**config.mk**
```make
export PLATFORM = sky130hd
export DESIGN_NAME = ext_irq_latch
export DESIGN_NICKNAME = d
export VERILOG_FILES = /design/src/rtl/ext_irq_latch.sv
export SDC_FILE = /design/constraint.sdc
export NUM_CORES = 1
export LEC_CHECK = 0
export BUFFER_PORTS_ARGS = -buffer_cell sky130_fd_sc_hd__buf_4
export CORE_AREA = 2 2 39 41
export DETAILED_ROUTE_END_ITERATION = 10
export DIE_AREA = 0 0 41 43
export PLACE_DENSITY = 0.48
export SYNTH_ARGS = -nofsm -noshare
export SYNTH_HDL_FRONTEND = slang
export SYNTH_SLANG_ARGS = --single-unit
```
**constraint.sdc**
```tcl
create_clock -name clk -period 1.15 [get_ports clk]
set_input_delay 0.0575 -clock clk [delete_from_list [all_inputs] [get_ports clk]]
set_output_delay 0.0575 -clock clk [all_outputs]
set_load 0.01 [all_outputs]
```
**src/rtl/ext_irq_latch.sv**
```systemverilog
module ext_irq_latch #(
  parameter int SYNC_STAGES = 2
) (
  input  logic       clk,
  input  logic       rst_n,
  input  logic       irq_pin_n,
  input  logic       wr_en,
  input  logic [2:0] wr_data,
  output logic [3:0] rd_data,
  input  logic       brk_active,
  input  logic       brk_clr_en,
  output logic       pin_level,
  output logic       irq_req
);

  logic [SYNC_STAGES-1:0] sync_q;
  logic prev_q, latch_q, mask_q, mode_q;
  logic pin_s, fall, set_req, ack_ok;

  assign pin_s   = sync_q[SYNC_STAGES-1];
  assign fall    = prev_q & ~pin_s;
  assign set_req = fall | (mode_q & ~pin_s);
  assign ack_ok  = wr_en & wr_data[2] & (~brk_active | brk_clr_en);

  always_ff @(posedge clk or negedge rst_n) begin
    if (!rst_n) begin
      sync_q  <= '1;
      prev_q  <= 1'b1;
      latch_q <= 1'b0;
      mask_q  <= 1'b0;
      mode_q  <= 1'b0;
    end else begin
      sync_q <= {sync_q[SYNC_STAGES-2:0], irq_pin_n};
      prev_q <= pin_s;
      if (set_req)     latch_q <= 1'b1;
      else if (ack_ok) latch_q <= 1'b0;
      if (wr_en) begin
        mode_q <= wr_data[0];
        mask_q <= wr_data[1];
      end
    end
  end

  assign rd_data   = {latch_q, 1'b0, mask_q, mode_q};
  assign pin_level = pin_s;
  assign irq_req   = latch_q & ~mask_q;

endmodule


```
-- After elaboration in Yosys (flattened, before gate mapping)
Index checks and enable logic that the tools add are counted.
- register bits: 6
- input port bits: 9
- mux-type cells: 2
- bitwise gates (word level): 10
- reduce and logical (&&, ||, !) cells: 1
- operators by type and width (operator ; number):
    AND 1 bit ; 5
    NOT 1 bit ; 3
    2-to-1 mux 1 bit ; 2
    bitwise OR 1 bit ; 2
    nonzero test 2 bit ; 1

-- Longest topological paths before layout
- depth in word-level cells: 5
- gate-level depth with buffers: 3
- gate-level depth less buffers: 3

-- Worst setup path before layout
Ideal clock, no wire load.
- path type: flip-flop to flip-flop
- start point: register sync_q[1]
- end point: register latch_q
- data arrival time: 0.617 ns
- required time: 1.022 ns
- setup slack: 0.406 ns
- cell stages (with the launch flop): 2
- buffers on the path: 0
- clock period less this slack: 0.744 ns
- cell sequence: dfstp_2 o21ai_0
- cells in the longest elaborated chain, start to end: 4
- ends and longest elaborated chain (what ; line ; text):
    start: declaration ; 16 ; logic [SYNC_STAGES-1:0] sync_q;
    start signal: assignment ; 33 ; sync_q <= {sync_q[SYNC_STAGES-2:0], irq_pin_n};
    NOT 1 bit * ; 21, 22 ;
    AND 1 bit, on equally long branches ; 21, 22 ;
    bitwise OR 1 bit * ; 22 ; assign set_req = fall | (mode_q & ~pin_s);
    2-to-1 mux 1 bit or nonzero test 2 bit (tied branches) ; - ;
    end signal: assignment ; 29 ; latch_q <= 1'b0;
    end signal: assignment ; 35 ; if (set_req) latch_q <= 1'b1;
    end signal: assignment ; 36 ; else if (ack_ok) latch_q <= 1'b0;
    end: declaration ; 17 ; logic prev_q, latch_q, mask_q, mode_q;
Every way passes the cells marked *; elsewhere a longest branch is shown, timed or not.
A chain may end at the register's enable or synchronous reset.

-- Worst setup path in the final report
- start point: register mask_q
- end point: output irq_req
- cells in the longest elaborated chain, start to end: 2
- ends and longest elaborated chain (what ; line ; text):
    start: declaration ; 17 ;
    start signal: assignment ; 39 ; mask_q <= wr_data[1];
    NOT 1 bit ; 46 ; assign irq_req = latch_q & ~mask_q;
    AND 1 bit ; 46 ;
    end: declaration ; 13 ; output logic irq_req
Every way passes these cells.

==> reports/metrics.cfg <==
[placed_design]
dp_hpwl_um = 393
postPlaceCellArea_um2 = 328
gpl.final_weighted_congestion = 0.528
placed_cells_incl_taps = 44
port_buffers = 13
placement.setup.worst_slack_ns = 0.380

[worst_setup_path]
worst_r2r_startpoint = mode_q
slowest_stage = dfrtp_1
r2r_slack_ns = 0.37
timing.critical_path.from_type = register
worstSetupEndpointType = primary output
crit_type = register to primary output
timing.critical_path.from = mask_q
timing.critical_path.required_ns = 1.09
crit_arrival_ns = 0.93
worstRegToRegCells = 1
critical_path.reg2reg.endpoint = mode_q
cpPeakStageDelay_ns = 0.39
critPathMaxFanout = 3
critical_path.cell_chain = nor2b_1 > buf_4

[synthesis]
yosys_warns = 0
synth_edf_count = 0
post_synth_instance_area_um2 = 240
synth_commonest_cells = buf_4 (4), dfrtp_1 (3), dfstp_2 (3), mux2_2 (2), nor2b_1 (2)
synth_top_cell_by_area = dfstp_2
dominant_cell_by_count_in_the_synthesized_netlist = buf_4
synth.top_cells.by_area = dfstp_2 (33%), dfrtp_1 (31%), buf_4 (13%), mux2_2 (9.4%), nor2b_1 (5.2%)
syn_area_per_cell_um2 = 12.6
postSynth.topFlopCell = dfstp_2
share_of_synthesized_flip_flops_with_an_asynchronous_set_or_reset_pct = 100
synth_top_area_share_pct = 32.8
synth_seq_area_share_pct = 64.1
ys_types = 10
synth-seq-cells = 6
synth_nets = 28
syn-instance-count = 19

[timing]
finalSetupViolCount = 0
final.setup_skew_ns = 0.0110
maxSlewViolCount = 0
worst_hold_check_slack_ns = 0.0456
rsz0062_at_grt = false
max_freq_mhz = 1020
final.min_clock_period_ns = 0.985
hold_viol_final = 0
period_share_pct = 85.6
fin_setup_tns_ns = 0
minimum_setup_slack_in_the_final_design_ns = 0.165

[cells_and_area]
layout-area-overhead-vs-synth_pct = 55.7
drive_above_1_share_pct = 61.8
final-seq-area_um2 = 154
fin_area_um2 = 374
diodes = 0
final-instance-count-excl-fill = 50
nNetsFinal = 44
fillerInstances = 150
multi_input_area_um2 = 56.3

[floorplanning]
die_area_um2 = 1760
dieWidth_um = 41
ioPinCount = 15
initial_core_util_pct = 17.4
die_h_um = 43
row_count = 14
fp.coreArea_um2 = 1380

[pwr]
static-leakage-power_uw = 0.000173
relative_contribution_of_combinational_cells_to_total_power_pct = 16.1
peakVddDrop_mv = 0.704
seq_power_share_pct = 45.2
power_frac_clock_pct = 38.7
power.internal_uw = 418
netSwitchingFraction_pct = 22.4
p_sw_uw = 121
power_density_nw_per_um2 = 1440

[clock_network]
ctsResizeCount = 0
clock-root-buffer = clkbuf_4
cts_sinks = 6
worst_skew_pair.late_latency_ns = 0.25
cts-root-to-sink-buffers = 2
tritoncts.num_buffers = 3
h-tree-depth = 1
postCtsSetupRepairBufs = 0
tritoncts_clock_tree = built
worst_setup_hold_path_clk_slew_ns = 0.05

[global_routing]
grt_first_pass_wirelength_um = 703
grt_util_all_layers_pct = 6.68
grt_start_max_net_pins = 7
grt_pass1_vias = 199
grt_antenna_before_repair = 0
globalRouteOverflowTotal = 0

[route]
drtAntennaViolNets = 0
dr.pass1.iters = 2
vias_per_cell = 3.72
route.detailed.wl_per_inst_um = 10.0
detail_route.wirelength_um = 500
via_count = 186
drt_drc_violations_left = 0
first_iter_violations = 2

[min_path]
hold_depth = 2
min_from = wr_data[0]
whs_endpoint = mode_q
timing.hold.worst.class = input port to register

[flow_run]
drv.max_cap_violation_count = 0

[run_status]
run_status = completed

## layout by cell type (no fill, tap or decap), drive strengths merged
cell	n
conb	1
buf	13
o21ai	2
dfstp	3
dfrtp	3
nor2b	2
clkbuf	4
mux2	2
nand2	1
dlygate4sd3	2
nor2	1
## cells by family after synthesis
| group | synth area share (%) |
|---|---|
| other cells | 1.56 |
| flops | 64.1 |
| compound gates | 4.16 |
| simple gates | 8.33 |
| mux | 9.37 |
| buf+inv | 12.5 |
## worst max path at each step
stage	depth (start not counted)	slack, ns	endpoint
3_5_place_dp	1	0.38	mode_q
5_1_grt	2	0.10	irq_req
2_1_floorplan	1	0.41	latch_q
3_3_place_gp	1	0.39	mode_q
4_1_cts	2	0.15	irq_req
6_report	2	0.17	irq_req
## registers in the layout (all words and copies together) (netlist names)
register,cells
sync_q,2
mask_q,1
mode_q,1
latch_q,1
prev_q,1
## critical path, delay by kind of cell (launching register included)
kind / cells / cell delay [ns]
buffers and inverters: 1 / 0.14
and+or+nand+nor: 1 / 0.15
DFF: 1 / 0.39
## per-stage QoR
step	total power, µW	utilization, %
floorplan	288	-
global placement	324	23.7
detailed placement	329	23.7
CTS	551	27.0
global route	583	27.0
finish	538	27.0
## metal layers
| layer | track usage (%) | share of wire [%] | vias up |
|---|---|---|---|
| met5 | 0 | 0 | - |
| met4 | 4.00 | 0 | 0 |
| met3 | 6.28 | 15 | 0 |
| met2 | 10.9 | 46 | 14 |
| met1 | 4.29 | 39 | 86 |
| li1 | - | - | 86 |
## repair_timing
action	CTS	global route
hold buffers	2	0
endpoints found under the hold margin	7	0
setup endpoints to repair	0	0
## power groups by stage
stage	registers (µW)	logic (µW)	clock network (µW)
3_3_place_gp	244	80.0	0
2_1_floorplan	244	44.6	0
3_5_place_dp	246	82.4	0
6_report	243	86.5	208
5_1_grt	245	96.1	242
4_1_cts	243	87.8	220
## area by class of cell
cell class	count	area share, %
Tap cell	16	5.35
Sequential cell	6	41.1
Clock buffer	4	7.02
Timing Repair Buffer	15	31.4
Multi-Input combinational cell	9	15.1
Note: power is estimated with default switching activity, not from simulation.
